[src/rtl/rfs_pkg.sv]
package rfs_pkg;

  typedef enum logic [1:0] {
    CH_IDLE  = 2'd0,
    CH_CHECK = 2'd1,
    CH_RUN   = 2'd2,
    CH_FAULT = 2'd3
  } ch_state_t;

  function automatic int cnt_bits(input int limit);
    return (limit < 2) ? 1 : $clog2(limit + 1);
  endfunction

endpackage

[src/rtl/rfs_tick_debounce.sv]
module rfs_tick_debounce #(
  parameter int LIMIT = 20
) (
  input  logic clk,
  input  logic rst_n,
  input  logic clear,
  input  logic level,
  input  logic tick,
  output logic fire
);
  localparam int CW = rfs_pkg::cnt_bits(LIMIT);
  localparam logic [CW-1:0] LAST = CW'(LIMIT - 1);

  logic [CW-1:0] cnt;
  logic          done;

  always_ff @(posedge clk or negedge rst_n) begin
    if (!rst_n) begin
      cnt  <= '0;
      done <= 1'b0;
      fire <= 1'b0;
    end else begin
      fire <= 1'b0;
      if (clear || !level) begin
        cnt  <= '0;
        done <= 1'b0;
      end else if (tick && !done) begin
        if (cnt == LAST) begin
          fire <= 1'b1;
          done <= 1'b1;
        end else begin
          cnt <= cnt + 1'b1;
        end
      end
    end
  end

  // a fire can only follow a sample where the input was held
  a_r6_fire_needs_level: assert property (@(posedge clk) disable iff (!rst_n)
    fire |-> $past(level) && !$past(clear));
  // one pulse per completed window
  a_r8_single_pulse: assert property (@(posedge clk) disable iff (!rst_n)
    fire |=> !fire);

endmodule

[src/rtl/rfs_global_guard.sv]
module rfs_global_guard (
  input  logic clk,
  input  logic rst_n,
  input  logic therm_sd,
  input  logic ovp,
  output logic shutdown,
  output logic tsd_evt,
  output logic ovp_evt
);
  logic therm_prev, ovp_prev;

  always_ff @(posedge clk or negedge rst_n) begin
    if (!rst_n) begin
      therm_prev <= 1'b0;
      ovp_prev   <= 1'b0;
      shutdown   <= 1'b0;
      tsd_evt    <= 1'b0;
      ovp_evt    <= 1'b0;
    end else begin
      therm_prev <= therm_sd;
      ovp_prev   <= ovp;
      tsd_evt    <= therm_sd && !therm_prev;
      ovp_evt    <= ovp && !ovp_prev;
      shutdown   <= therm_sd || ovp;
    end
  end

  // a thermal event always comes with an active shutdown
  a_r9_tsd_with_shutdown: assert property (@(posedge clk) disable iff (!rst_n)
    tsd_evt |-> shutdown);
  // an overvoltage event always comes with an active shutdown
  a_r10_ovp_with_shutdown: assert property (@(posedge clk) disable iff (!rst_n)
    ovp_evt |-> shutdown);
  // release only after both conditions were seen low
  a_r11_release: assert property (@(posedge clk) disable iff (!rst_n)
    $fell(shutdown) |-> !$past(therm_sd) && !$past(ovp));

endmodule

[src/rtl/rfs_reg_channel.sv]
module rfs_reg_channel #(
  parameter int SC_TICKS   = 1000,
  parameter int OL_TICKS   = 1000,
  parameter int ILIM_TICKS = 20
) (
  input  logic clk,
  input  logic rst_n,
  input  logic tick,
  input  logic shutdown,
  input  logic en_req,
  input  logic out_low,
  input  logic ilim,
  output logic reg_en,
  output logic fault_evt,
  output logic ilim_evt
);
  import rfs_pkg::*;

  localparam int SCW = cnt_bits(SC_TICKS);
  localparam logic [SCW-1:0] SC_LAST = SCW'(SC_TICKS - 1);

  ch_state_t      state;
  logic [SCW-1:0] sc_cnt;
  logic           ol_fire;
  logic           ol_clear;
  logic           il_clear;

  assign reg_en   = (state == CH_CHECK) || (state == CH_RUN);
  assign ol_clear = (state != CH_RUN);
  assign il_clear = !reg_en;

  rfs_tick_debounce #(.LIMIT(OL_TICKS)) u_ol_deb (
    .clk   (clk),
    .rst_n (rst_n),
    .clear (ol_clear),
    .level (out_low),
    .tick  (tick),
    .fire  (ol_fire)
  );

  rfs_tick_debounce #(.LIMIT(ILIM_TICKS)) u_il_deb (
    .clk   (clk),
    .rst_n (rst_n),
    .clear (il_clear),
    .level (ilim),
    .tick  (tick),
    .fire  (ilim_evt)
  );

  always_ff @(posedge clk or negedge rst_n) begin
    if (!rst_n) begin
      state     <= CH_IDLE;
      sc_cnt    <= '0;
      fault_evt <= 1'b0;
    end else begin
      fault_evt <= 1'b0;
      case (state)
        CH_IDLE: begin
          sc_cnt <= '0;
          if (en_req && !shutdown) state <= CH_CHECK;
        end
        CH_CHECK: begin
          if (!en_req || shutdown) begin
            state <= CH_IDLE;
          end else if (tick) begin
            if (sc_cnt == SC_LAST) begin
              if (out_low) begin
                state     <= CH_FAULT;
                fault_evt <= 1'b1;
              end else begin
                state <= CH_RUN;
              end
            end else begin
              sc_cnt <= sc_cnt + 1'b1;
            end
          end
        end
        CH_RUN: begin
          if (!en_req || shutdown) begin
            state <= CH_IDLE;
          end else if (ol_fire) begin
            state     <= CH_FAULT;
            fault_evt <= 1'b1;
          end
        end
        CH_FAULT: begin
          if (!en_req) state <= CH_IDLE;
        end
        default: state <= CH_IDLE;
      endcase
    end
  end

  // every fault event leaves the regulator disabled
  a_r3_evt_disables: assert property (@(posedge clk) disable iff (!rst_n)
    fault_evt |-> !reg_en);
  // a latched fault holds the enable low while the request stays
  a_r7_latched: assert property (@(posedge clk) disable iff (!rst_n)
    (!reg_en && $past(en_req) && en_req && $past(state == CH_FAULT)) |-> state == CH_FAULT);
  // shutdown turns the output off by the next cycle
  a_r9_shutdown_off: assert property (@(posedge clk) disable iff (!rst_n)
    shutdown |=> !reg_en);
  // no enable without a request
  a_r2_no_request: assert property (@(posedge clk) disable iff (!rst_n)
    !en_req |=> !reg_en);

endmodule

[src/rtl/reg_fault_supervisor.sv]
module reg_fault_supervisor #(
  parameter int NUM_REG    = 4,
  parameter int SC_TICKS   = 1000,
  parameter int OL_TICKS   = 1000,
  parameter int ILIM_TICKS = 20
) (
  input  logic               clk,
  input  logic               rst_n,
  input  logic               tick_us,
  input  logic [NUM_REG-1:0] en_req,
  input  logic [NUM_REG-1:0] out_low,
  input  logic [NUM_REG-1:0] ilim,
  input  logic               therm_sd,
  input  logic               ovp,
  output logic [NUM_REG-1:0] reg_en,
  output logic               gpio_force_low,
  output logic [NUM_REG-1:0] fault_evt,
  output logic [NUM_REG-1:0] ilim_evt,
  output logic               tsd_evt,
  output logic               ovp_evt
);
  logic shutdown;

  rfs_global_guard u_guard (
    .clk      (clk),
    .rst_n    (rst_n),
    .therm_sd (therm_sd),
    .ovp      (ovp),
    .shutdown (shutdown),
    .tsd_evt  (tsd_evt),
    .ovp_evt  (ovp_evt)
  );

  assign gpio_force_low = shutdown;

  for (genvar i = 0; i < NUM_REG; i++) begin : g_ch
    rfs_reg_channel #(
      .SC_TICKS   (SC_TICKS),
      .OL_TICKS   (OL_TICKS),
      .ILIM_TICKS (ILIM_TICKS)
    ) u_ch (
      .clk       (clk),
      .rst_n     (rst_n),
      .tick      (tick_us),
      .shutdown  (shutdown),
      .en_req    (en_req[i]),
      .out_low   (out_low[i]),
      .ilim      (ilim[i]),
      .reg_en    (reg_en[i]),
      .fault_evt (fault_evt[i]),
      .ilim_evt  (ilim_evt[i])
    );
  end

  // outputs forced while shutdown is reported
  a_r10_force_gates_all: assert property (@(posedge clk) disable iff (!rst_n)
    gpio_force_low && $past(gpio_force_low) |-> reg_en == '0);

endmodule

[config.mk]
export PLATFORM = sky130hd
export DESIGN_NAME = reg_fault_supervisor
export DESIGN_NICKNAME = d
export VERILOG_FILES = /design/src/rtl/rfs_pkg.sv /design/src/rtl/rfs_tick_debounce.sv /design/src/rtl/rfs_global_guard.sv /design/src/rtl/rfs_reg_channel.sv /design/src/rtl/reg_fault_supervisor.sv
export SDC_FILE = /design/constraint.sdc
export NUM_CORES = 1
export LEC_CHECK = 0
export CAP_MARGIN = 20
export CORE_MARGIN = 2
export CORE_UTILIZATION = 28
export CTS_CLUSTER_DIAMETER = 80
export DETAILED_ROUTE_END_ITERATION = 7
export PLACE_DENSITY = 0.53
export SETUP_SLACK_MARGIN = 0.4
export SYNTH_ARGS = -nofsm -noshare
export SYNTH_HDL_FRONTEND = slang
export SYNTH_SLANG_ARGS = --single-unit
[constraint.sdc]
create_clock -name clk -period 1.8 [get_ports clk]
set_input_delay 0.27 -clock clk [delete_from_list [all_inputs] [get_ports clk]]
set_output_delay 0.27 -clock clk [all_outputs]
set_load 0.01 [all_outputs]
# Word level (Yosys, flattened, before mapping)
# Cells that the tools add are included.
# W data, S select, Z words.
# word_totals
elab_cells	379
memories	0
output_inout_bits	15
latch_bits	0
ram_bits	0
reg_bits	133
inputBits	17
romBits	0
# classes
n_div	0
eq_ne	68
add_sub_neg	12
shift	0
mul	0
n_reduce_logical	106
n_bitwise	0
magnitude_cmp	0
n_mux	152
# op_table
cell	n
$mux W10	24
$add A10 B1 Y10 const B	8
$eq A10 B10 Y1 const B	8
$pmux W10 S2	4
$mux W1	76
$mux W5	12
$mux W2	28
$ne A2 B2 Y1 const B	28
$reduce_bool A2 Y1	20
$ne A3 B3 Y1 const B	12
$pmux W2 S4	4
$reduce_and A2 Y1	16
$logic_not A1 Y1	27
$add A5 B1 Y5 const B	4
$eq A5 B5 Y1 const B	4
$reduce_and A5 Y1	4
$logic_or A1 B1 Y1	17
$eq A2 B2 Y1 const B	8
$reduce_and A4 Y1	4
$logic_and A1 B1 Y1	14
$eq A2 B1 Y1 const B	4
$logic_not A2 Y1	4
$ne A2 B1 Y1 const B	4
$pmux W1 S2	4

# Depth between registers and ports, before layout
# logic_depth
ltp_word	6
ltp_mapped	9
depth_no_buf	7

# Cells and area by module
# A second synthesis with hierarchy kept.
# hier_totals
cells_unflattened	740
area_unflattened_um2	7516.0
# modules_own_cells
module	instances	seq_area_each_um2	area_per_inst_um2	cells_per_inst
rfs_reg_channel	4	325.3	878.3	90
rfs_tick_debounce (g_ch[0].u_ch.u_ol_deb ...)	3	300.3	616.8	59
rfs_tick_debounce (g_ch[0].u_ch.u_il_deb ...)	4	175.2	346.6	34
rfs_tick_debounce (g_ch[3].u_ch.u_ol_deb)	1	300.3	621.8	59
rfs_global_guard	1	125.1	143.9	8

# Worst setup path after synthesis
# Ideal clock, no wire load.
# synth_path
path_type	reg-to-reg
from	register g_ch[2].u_ch.state[1]
to	register g_ch[2].u_ch.sc_cnt[7]
n_path_buf	2
required_ns	1.669
setup_slack_ns	0.001
stages_incl_launch_ff	10
setup_time_ns	0.131
period_less_slack_ns	1.799
arrival_ns	1.668
cell_sequence	dfrtp_1 -> inv_1 -> ha_1 -> clkbuf_1 -> and4b_1 -> o31ai_1 -> buf_2 -> nor3_2 -> xnor2_1 -> nor2_1
# synth_via
elab_chain_len	3
elab_cells_between_ends	8
cone_classes	eq/ne: 4; mux: 1; reduce/logical: 3
# synth_rtl
item	line	source
start: declaration	rfs_reg_channel.sv:22	ch_state_t state;
start signal: assignment	rfs_reg_channel.sv:52	state <= CH_IDLE;
start signal: assignment	rfs_reg_channel.sv:60	if (en_req && !shutdown) state <= CH_CHECK;
start signal: assignment	rfs_reg_channel.sv:64	state <= CH_IDLE;
$eq A2 B1 Y1 / $logic_not A2 Y1 (equally long branches)	rfs_reg_channel.sv:57	case (state)
$ne A2 B2 Y1 (no source line) / $reduce_bool A2 Y1 (equally long branches)	-	
$reduce_and A4 Y1 (no source line)	-	
end signal: assignment	rfs_reg_channel.sv:74	sc_cnt <= sc_cnt + 1'b1;
end: declaration	rfs_reg_channel.sv:23	logic [SCW-1:0] sc_cnt;
# Parallel ways exist; a longest one is shown, timed or not.
# A chain may end at the register's enable or synchronous reset.

# Final worst setup path
# layout_path
from	register g_ch[3].u_ch.sc_cnt[0]
to	register g_ch[3].u_ch.state[0]
# layout_via
elab_chain_len	3
# layout_rtl
item	line	source
start: declaration	rfs_reg_channel.sv:23	
start signal: assignment	rfs_reg_channel.sv:74	
$eq A10 B10 Y1	rfs_reg_channel.sv:66	if (sc_cnt == SC_LAST) begin
$ne A3 B3 Y1 (no source line)	-	
$reduce_and A5 Y1 (no source line)	-	
end signal: assignment	rfs_reg_channel.sv:64	
end signal: assignment	rfs_reg_channel.sv:68	state <= CH_FAULT;
end signal: assignment	rfs_reg_channel.sv:71	state <= CH_RUN;
end: declaration	rfs_reg_channel.sv:22	
# Every way passes these cells.

==> reports/qor.json <==
{
  "run_status": "finished, final reports clean",
  "arrival_ns": 2.10,
  "timing.critical_path.fanout_max": 3,
  "post_dp_cell_area_um2": 8707,
  "die_height_um": 164.5,
  "crit_end_element": "register",
  "synth.net_count": 779,
  "cts_root_buffer": "sky130_fd_sc_hd__clkbuf_16",
  "grt_overflow": 0,
  "postSynthRegisterBits": 133,
  "maxSlewViolCount": 0,
  "setup_viol_count_final": 0,
  "num_rows": 58,
  "tritoncts_clock_tree": "done",
  "power_leakage_nw": 4.689,
  "timing.final.crit_period_ns": 1.791,
  "finish.utilization": 0.4268,
  "finalClockSkew_ns": 0.01033,
  "critPathLaunch": "g_ch[3].u_ch.sc_cnt[0]",
  "period_share": 0.9949,
  "number_of_antenna_violations_at_the_first_check_in_global_routing": 0,
  "hold_viol_final": 0,
  "grt_pass1_vias": 5885,
  "drv.max_cap_violation_count": 0,
  "nFillCells": 2402,
  "area_growth_pct": 49.44,
  "core_um2": 25250,
  "crit-reg2reg-launch": "g_ch[3].u_ch.sc_cnt[0]",
  "power.ir.vdd_worst_mv": 0.5822,
  "drt_iter0_markers": 297,
  "clk-insertion-delay-late_ns": 0.42,
  "clock_tree_buf_depth": 2,
  "track_usage": 0.1313,
  "numClockSinks": 133,
  "setup_repair_after_global_routing_missed_its_margin": "true",
  "cts_inserted_buffers": 17,
  "clk_pin_slew_worst_paths_ns": 0.06,
  "netlist_instances": 730,
  "worstPathRequired_ns": 2.10,
  "postSynth.topFlopCell": "sky130_fd_sc_hd__dfrtp_1",
  "antenna_nets_post_route": 0,
  "hold_class": "input port to async pin",
  "design.final.nets": 983,
  "hpwl_mm": 10.76,
  "post-route-drc-count": 0,
  "syn_area_um2": 7213,
  "count_of_flip_flops_with_a_built_in_enable_after_synthesis": 0,
  "die_width_um": 164.5,
  "avg_cell_area_syn_um2": 9.881,
  "synth_cell_type_count": 75,
  "max_frequency_mhz": 558.4,
  "criticalPathCategory": "register to register",
  "drt-pass1-iter-count": 6,
  "avgRoutedWirePerCell_um": 13.51,
  "antenna_cells": 0,
  "layout-drive-gt1-share": 0.4065,
  "drt_wl_total_mm": 17.26,
  "port_buffers": 31,
  "grt_max_degree": 51,
  "grt_pass1_wl_mm": 28.59,
  "design.portCount": 32,
  "route.detailed.vias_per_inst": 4.653,
  "cts_max_level": 4,
  "area_enclosed_by_the_die_boundary_um2": 27060,
  "final_standard_cell_area_without_fillers_um2": 10780,
  "cp-start-kind": "register",
  "asyncSetResetFlopFracSynth": 1.000,
  "initial_core_utilization": 0.2856,
  "routabilityCongestion": 0.7709,
  "yosysSeqAreaShare": 0.4614,
  "worst_slew_pin_slew_ns": 0.4298,
  "synth_warnings": 0,
  "timing.slew.headroom": 0.7124,
  "num_vias": 5942,
  "cellPowerDensity_nw_per_um2": 879.1
}
## logic make-up after synthesis
group / share of synthesized area
XOR/XNOR: 0.08135
buffers and inverters: 0.03365
multiplexers: 0.03088
flip-flops: 0.4614
AND/OR/NAND/NOR: 0.2428
AO/OA/AOI/OAI: 0.09436
adder cells (fa/ha/maj): 0.05551
## area by class of cell
cell class	count	area, µm²	share of cell area
repair buffers	211	1866	0.1731
multi-input cells	547	4481	0.4157
well taps	330	412.9	0.03831
flip-flops and latches	133	3337	0.3096
clock buffers	17	425.4	0.03947
inverters	24	95.09	0.008822
clock inverters	15	162.7	0.01509
## through the flow
| stage | std cells | TNS [ns] | total power [mW] | setup WS (ns) | hold slack, ns |
|---|---|---|---|---|---|
| CTS | 1243 | 0 | 9.197 | 0.02203 | 0.2922 |
| global route | 1277 | -0.1908 | 10.00 | -0.07180 | 0.3161 |
| finish | 1277 | 0 | 9.476 | 0.009158 | 0.2981 |
| global placement | 1153 | -13.18 | 5.253 | -0.3049 | 0.1717 |
| floorplan | 730 | 0 | 4.549 | 0.04310 | -0.02559 |
| detailed placement | 1153 | -13.47 | 5.252 | -0.2939 | 0.1751 |
## flip-flops by register name, summed over array words and instances, names as in the netlist
| signal | cells |
|---|---|
| g_ch.u_ch.u_il_deb.done | 4 |
| g_ch.u_ch.u_il_deb.cnt | 20 |
| u_guard.ovp_prev | 1 |
| u_guard.shutdown | 1 |
| g_ch.u_ch.u_ol_deb.fire | 4 |
| g_ch.u_ch.state | 8 |
| g_ch.u_ch.sc_cnt | 40 |
| u_guard.therm_prev | 1 |
| u_guard.tsd_evt | 1 |
| u_guard.ovp_evt | 1 |
| g_ch.u_ch.fault_evt | 4 |
| g_ch.u_ch.u_ol_deb.done | 4 |
| g_ch.u_ch.u_il_deb.fire | 4 |
| g_ch.u_ch.u_ol_deb.cnt | 40 |
## synth_stat cells, types with 4 or more instances
| library cell | instances | area [µm²] |
|---|---|---|
| sky130_fd_sc_hd__nand4_1 | 24 | 150.1 |
| sky130_fd_sc_hd__and3_1 | 12 | 75.07 |
| sky130_fd_sc_hd__buf_4 | 12 | 90.09 |
| sky130_fd_sc_hd__nand2b_1 | 16 | 100.1 |
| sky130_fd_sc_hd__inv_1 | 23 | 86.33 |
| sky130_fd_sc_hd__or3_1 | 6 | 37.54 |
| sky130_fd_sc_hd__and4_1 | 5 | 43.79 |
| sky130_fd_sc_hd__buf_2 | 5 | 25.02 |
| sky130_fd_sc_hd__a21oi_1 | 20 | 100.1 |
| sky130_fd_sc_hd__nor3_1 | 13 | 65.06 |
| sky130_fd_sc_hd__nor2_1 | 108 | 405.4 |
| sky130_fd_sc_hd__mux2i_1 | 17 | 170.2 |
| sky130_fd_sc_hd__clkbuf_1 | 7 | 26.28 |
| sky130_fd_sc_hd__xor2_1 | 38 | 332.8 |
| sky130_fd_sc_hd__o211ai_1 | 6 | 45.04 |
| sky130_fd_sc_hd__o21ai_0 | 23 | 115.1 |
| sky130_fd_sc_hd__nand2_1 | 64 | 240.2 |
| sky130_fd_sc_hd__a31o_2 | 4 | 35.03 |
| sky130_fd_sc_hd__ha_1 | 32 | 400.4 |
| sky130_fd_sc_hd__dfrtp_1 | 133 | 3328 |
| sky130_fd_sc_hd__nand3_1 | 33 | 165.2 |
| sky130_fd_sc_hd__nor2b_1 | 14 | 87.58 |
| sky130_fd_sc_hd__a31oi_1 | 5 | 31.28 |
| sky130_fd_sc_hd__xnor2_1 | 29 | 254.0 |
## what timing repair did
item | 4_1_cts | 5_1_grt
buffers inserted | 57 | 33
hold buffers | 1 | 0
setup endpoints to repair | 119 | 103
pin swaps | 60 | 55
endpoints found under the hold margin | 26 | 0
gates resized for setup | 106 | 108
gates cloned | 0 | 1
## worst max-delay path, stage by stage (launching register included)
cell and delay, ns:
sky130_fd_sc_hd__dfrtp_1 0.36, sky130_fd_sc_hd__ha_2 0.19, sky130_fd_sc_hd__nand4b_1 0.13, sky130_fd_sc_hd__or3_4 0.36
sky130_fd_sc_hd__a211o_4 0.34, sky130_fd_sc_hd__mux2_4 0.30
## power breakdown
group | internal, mW | leakage, nW | switching, mW | total [mW]
Sequential | 3.13 | 1.83 | 0.113 | 3.24
Combinational | 1.39 | 2.57 | 1.31 | 2.71
Clock | 2.16 | 0.292 | 1.37 | 3.53
## cells in the final DEF (no fill, tap or decap), types with 8 or more instances in the layout
cell type / instances
sky130_fd_sc_hd__a21oi_1: 10
sky130_fd_sc_hd__a21oi_2: 8
sky130_fd_sc_hd__and3_1: 9
sky130_fd_sc_hd__buf_4: 137
sky130_fd_sc_hd__buf_6: 43
sky130_fd_sc_hd__clkbuf_16: 18
sky130_fd_sc_hd__clkdlybuf4s50_1: 14
sky130_fd_sc_hd__clkinv_2: 8
sky130_fd_sc_hd__dfrtp_1: 128
sky130_fd_sc_hd__dlygate4sd2_1: 10
sky130_fd_sc_hd__ha_1: 11
sky130_fd_sc_hd__ha_4: 15
sky130_fd_sc_hd__inv_1: 15
sky130_fd_sc_hd__inv_2: 8
sky130_fd_sc_hd__mux2i_1: 17
sky130_fd_sc_hd__nand2_1: 50
sky130_fd_sc_hd__nand2_2: 11
sky130_fd_sc_hd__nand2b_1: 13
sky130_fd_sc_hd__nand3_1: 30
sky130_fd_sc_hd__nand4_1: 24
sky130_fd_sc_hd__nor2_1: 103
sky130_fd_sc_hd__nor2b_1: 11
sky130_fd_sc_hd__nor3_2: 10
sky130_fd_sc_hd__o21ai_2: 14
sky130_fd_sc_hd__xnor2_1: 25
sky130_fd_sc_hd__xor2_1: 37
## metal layers
metal	vias to the layer above	global-route usage	routed length, µm
li1	2940	-	-
met1	2921	0.1740	8119
met2	67	0.2130	8404
met3	14	0.03466	515
met4	0	0.03399	217
met5	-	0	0
## path summary, 6_finish.rpt
check / to / depth (start not counted) / slack, ns
min in group clk: u_guard.ovp_prev / 1 / 0.35
max: g_ch[3].u_ch.state[0] / 5 / 0.009
max in group asynchronous: g_ch[0].u_ch.u_ol_deb.cnt[0] / 3 / 0.89
min: g_ch[0].u_ch.sc_cnt[7] / 2 / 0.30
min reg2reg: u_guard.tsd_evt / 1 / 0.40
max reg2reg: g_ch[3].u_ch.state[0] / 5 / 0.009
Power figures use the tool's default switching activity.
